File: config.mk
export PLATFORM = sky130hd
export DESIGN_NAME = sig_compressor
export DESIGN_NICKNAME = d
export VERILOG_FILES = /design/src/rtl/sig_compressor_pkg.sv /design/src/rtl/sig_window_ctrl.sv /design/src/rtl/sig_lfsr.sv /design/src/rtl/sig_compressor.sv
export SDC_FILE = /design/constraint.sdc
export NUM_CORES = 1
export LEC_CHECK = 0
export BUFFER_PORTS_ARGS = -buffer_cell sky130_fd_sc_hd__buf_2
export CAP_MARGIN = 30
export CORE_ASPECT_RATIO = 1.25
export CORE_UTILIZATION = 35
export DETAILED_ROUTE_END_ITERATION = 6
export GPL_TIMING_DRIVEN = 0
export MAX_ROUTING_LAYER = met4
export PLACE_DENSITY = 0.54
export SKIP_CTS_REPAIR_TIMING = 1
export SYNTH_ARGS = -nofsm -noshare
export SYNTH_HDL_FRONTEND = slang
export SYNTH_SLANG_ARGS = --single-unit
File: constraint.sdc
create_clock -name clk -period 1.4 [get_ports clk]
set_input_delay 0.07 -clock clk [delete_from_list [all_inputs] [get_ports clk]]
set_output_delay 0.07 -clock clk [all_outputs]
set_load 0.005 [all_outputs]
File: src/rtl/sig_compressor_pkg.sv
package sig_compressor_pkg;
    localparam int SIG_W = 4;

    typedef enum logic [1:0] {
        ST_IDLE = 2'd0,
        ST_RUN  = 2'd1,
        ST_DONE = 2'd2
    } cap_state_e;

    // One step of the compression law: top bit from the two lowest bits and probe.
    function automatic logic [SIG_W-1:0] lfsr_step(input logic [SIG_W-1:0] cur,
                                                  input logic           bit_in);
        return {cur[0] ^ cur[1] ^ bit_in, cur[SIG_W-1:1]};
    endfunction
endpackage

File: src/rtl/sig_window_ctrl.sv
module sig_window_ctrl
    import sig_compressor_pkg::*;
#(
    parameter int WINDOW = 10,
    localparam int CW = $clog2(WINDOW + 1)
) (
    input  logic       clk,
    input  logic       rst,
    input  logic       start,
    output logic       shift_en,
    output logic       finish,
    output cap_state_e state
);
    logic [CW-1:0] cnt_q;
    localparam logic [CW-1:0] LAST = CW'(WINDOW - 1);

    always_ff @(posedge clk) begin
        if (rst) begin
            state <= ST_IDLE;
            cnt_q <= '0;
        end else if (start) begin
            state <= ST_RUN;
            cnt_q <= '0;
        end else if (state == ST_RUN) begin
            if (cnt_q == LAST) state <= ST_DONE;
            cnt_q <= cnt_q + 1'b1;
        end
    end

    assign shift_en = (state == ST_RUN) && !start;
    assign finish   = shift_en && (cnt_q == LAST);

    a_r4_count_bound: assert property (@(posedge clk) disable iff (rst)
        (state == ST_RUN) |-> (cnt_q <= LAST));
    a_r2_start_runs: assert property (@(posedge clk) disable iff (rst)
        start |=> (state == ST_RUN) && (cnt_q == '0));
endmodule

File: src/rtl/sig_lfsr.sv
module sig_lfsr
    import sig_compressor_pkg::*;
(
    input  logic             clk,
    input  logic             rst,
    input  logic             clear,
    input  logic             shift_en,
    input  logic             bit_in,
    output logic [SIG_W-1:0] q
);
    always_ff @(posedge clk) begin
        if (rst || clear) q <= '0;
        else if (shift_en) q <= lfsr_step(q, bit_in);
    end

    a_r3_shift_down: assert property (@(posedge clk) disable iff (rst || clear)
        shift_en |=> (q[SIG_W-2:0] == $past(q[SIG_W-1:1])));
    a_r3_feedback: assert property (@(posedge clk) disable iff (rst || clear)
        shift_en |=> (q[SIG_W-1] == ($past(q[0]) ^ $past(q[1]) ^ $past(bit_in))));
    a_r5_hold: assert property (@(posedge clk) disable iff (rst)
        (!shift_en && !clear) |=> $stable(q));
endmodule

File: src/rtl/sig_compressor.sv
module sig_compressor
    import sig_compressor_pkg::*;
#(
    parameter int WINDOW = 10
) (
    input  logic             clk,
    input  logic             rst,
    input  logic             start,
    input  logic             probe,
    output logic [SIG_W-1:0] lfsr_q,
    output logic [SIG_W-1:0] signature,
    output logic             done
);
    logic       shift_en;
    logic       finish;
    cap_state_e state;

    sig_window_ctrl #(.WINDOW(WINDOW)) u_ctrl (
        .clk(clk), .rst(rst), .start(start),
        .shift_en(shift_en), .finish(finish), .state(state)
    );

    sig_lfsr u_lfsr (
        .clk(clk), .rst(rst), .clear(start), .shift_en(shift_en),
        .bit_in(probe), .q(lfsr_q)
    );

    always_ff @(posedge clk) begin
        if (rst) begin
            signature <= '0;
            done      <= 1'b0;
        end else if (start) begin
            done <= 1'b0;
        end else if (finish) begin
            signature <= lfsr_step(lfsr_q, probe);
            done      <= 1'b1;
        end
    end

    a_r4_sig_matches: assert property (@(posedge clk) disable iff (rst)
        $rose(done) |-> (signature == lfsr_q));
    a_r6_done_hold: assert property (@(posedge clk) disable iff (rst)
        (done && !start) |=> done && $stable(signature));
    a_r1_reset_clear: assert property (@(posedge clk)
        rst |=> (lfsr_q == '0) && (signature == '0) && !done);
    a_r4_done_state: assert property (@(posedge clk) disable iff (rst)
        done |-> (state == ST_DONE));
endmodule

==> metrics.csv <==
metric;value;unit
grt_pass1_wl;1.75;mm
hold_viol;0;
start_util;0.389;
powerDensity;982;nW/um2
crit_fanout;6;
finalSetupTns;0;ns
start_kind;register;
crit_arrival;1.41;ns
vias;520;
crit_chain;ha_1 > nand4b_1 > o21ai_0 > a21oi_1;
ios;13;
r2r_cells;4;
synth_cells;70;
clk_latency;0.28;ns
cts.sinks;15;
synth_cell_types;22;
drt_iter0_markers;5;
crit_required;1.57;ns
vdd_drop_max;0.000496;V
die-area;1980;um2
rsz0062_at_grt;no;
power.leakage;0.302;nW
ys_warn_count;0;
grt_usage;0.134;
antenna_found_initial;0;
syn_to_final_growth;17.3;%
relSlewSlack;0.753;
grt.busiest_layer;met2;
grt_max_degree;9;
setup_violations;0;
hold_class;in -> reg;
drive_above_1_share;0.221;
grt_use_met1;0.158;
use_met3;0.0270;
syn_avg_cell_area;9.01;um2
post-dp-hpwl;825;um
yosysSeqAreaShare;0.476;
drc;0;
tightestPinTransition;0.370;ns
cap_violations;0;
grt_pass1_vias;442;
synth_nets;76;
finalCritPeriodShare;0.885;
gp_congestion;0.661;
async_flop_share;0;
core_area;1620;um2
use_met2;0.191;
r2r_setup_slack;0.16;ns
critPathKind;reg -> reg;
synth_top_cell_by_area;dfxtp_1;
syn_area;631;um2
clock_path_buffers;2;
rr_endpoint;signature[3]$_SDFFE_PP0P_;
diodes;0;
row_count;16;
fin_skew;0.00582;ns
min_to;signature[1]$_SDFFE_PP0P_;
holdCritStartpoint;rst;
cts_tree;yes;
slew_violations;0;
synth_top_flop_cell;dfxtp_1;
power;0.727;mW
reg2reg_from;u_ctrl.cnt_q[0]$_SDFFE_PP0N_;
grt.overflow.total;0;
wire_per_inst;10.7;um
synth_edf_count;0;
ys_seq_elements;15;
numCtsBuffers;3;
numPortBuffers;12;
die_w;40.0;um
yosysMostFrequentCell;dfxtp_1;
critPathMaxStageDelay;0.40;ns
min_period;1.24;ns
end_kind;register;
synthTopCellsByArea;dfxtp_1 (48%), a21oi_1 (7.9%), o21ai_0 (4.8%);
hold_path_depth;2;
outcome;completed;
ant_nets;0;
htreeDepth;1;
synth_top_area_frac;0.476;
synth_common_cells;dfxtp_1 (15), a21oi_1 (10), nand2_1 (8);
drtPass1Iterations;3;
die_h;49.5;um
clock.fmax;0.807;GHz
postRouteWirelength;1.11;mm
clkTransAtPathRegs;0.09;ns
num-nets-final;93;
slowest_stage;dfxtp_1;
via_per_inst;5.00;
cts_root_buffer;clkbuf_4;
-- state kept, by name, summed over array words and instances (netlist names) --
register      count
u_ctrl.state      2
done              1
signature         4
u_ctrl.cnt_q      4
u_lfsr.q          4
-- power breakdown --
part,internal [mW],switching (mW)
Sequential,0.432,0.00752
Clock,0.110,0.130
Combinational,0.0202,0.0265
Total,0.563,0.164
-- cell usage in the layout (no fill, tap or decap), drive strengths merged --
cell type | Yosys | layout
ha | 2 | 2
or3 | 1 | 1
xor3 | 1 | 1
nor2 | 6 | 6
o21a | 2 | 2
buf | 1 | 13
xor2 | 1 | 1
or2 | 2 | 2
dfxtp | 15 | 15
nand3 | 5 | 5
a211oi | 1 | 1
inv | 2 | 2
nand2b | 1 | 1
nand3b | 1 | 1
xnor2 | 1 | 1
a21oi | 10 | 10
nand4b | 1 | 1
and4b | 1 | 1
nor2b | 1 | 1
o21ai | 6 | 6
clkbuf | 1 | 5
nand2 | 8 | 8
-- area by class of cell --
| type | instances | area [um2] |
|---|---|---|
| repair buffers | 12 | 60.1 |
| multi-input cells | 51 | 312 |
| plain buffers | 2 | 11.3 |
| fillers | 168 | 882 |
| clock buffers | 4 | 26.3 |
| flip-flops and latches | 15 | 300 |
| inverters | 2 | 7.51 |
| well taps | 18 | 22.5 |
-- layer usage --
layer / part of all wire / wire [um]
met2: 0.50 / 559
met3: 0.025 / 28
met4: 0.013 / 14
met1: 0.46 / 507
met5: 0 / 0
-- stage by stage --
step,hold WS (ns),utilization,area [um2],worst slack (ns),std cells
global placement,0.324,0.440,713,0.197,100
floorplan,0.139,-,631,0.342,70
finish,0.0354,0.456,739,0.161,104
global route,0.0306,0.456,739,0.0957,104
detailed placement,0.329,0.440,713,0.164,100
CTS,0.0283,0.456,739,0.146,104
-- worst max path at each step --
stage	startpoint	to	slack, ns	depth (start not counted)
floorplan	u_lfsr.q[1]$_SDFFE_PP0P_	signature[3]$_SDFFE_PP0P_	0.34	3
global placement	u_ctrl.cnt_q[0]$_SDFFE_PP0N_	signature[1]$_SDFFE_PP0P_	0.20	4
detailed placement	u_ctrl.cnt_q[0]$_SDFFE_PP0N_	signature[1]$_SDFFE_PP0P_	0.16	4
CTS	u_ctrl.cnt_q[0]$_SDFFE_PP0N_	signature[1]$_SDFFE_PP0P_	0.15	4
global route	u_ctrl.cnt_q[0]$_SDFFE_PP0N_	signature[1]$_SDFFE_PP0P_	0.1	4
finish	u_ctrl.cnt_q[0]$_SDFFE_PP0N_	signature[3]$_SDFFE_PP0P_	0.16	4
-- kinds of logic after synthesis --
kind of cell    synth area share
compound gates             0.163
xor+xnor                  0.0655
fa+ha+maj                 0.0397
buf+inv                   0.0298
flops                      0.476
simple gates               0.226
-- critical path: cells and delay by family, from the launching register on --
family / cells / cell delay [ns]
compound gates: 2 / 0.31
flops: 1 / 0.40
simple gates: 1 / 0.23
fa+ha+maj: 1 / 0.19
Power figures use the tool's default switching activity.
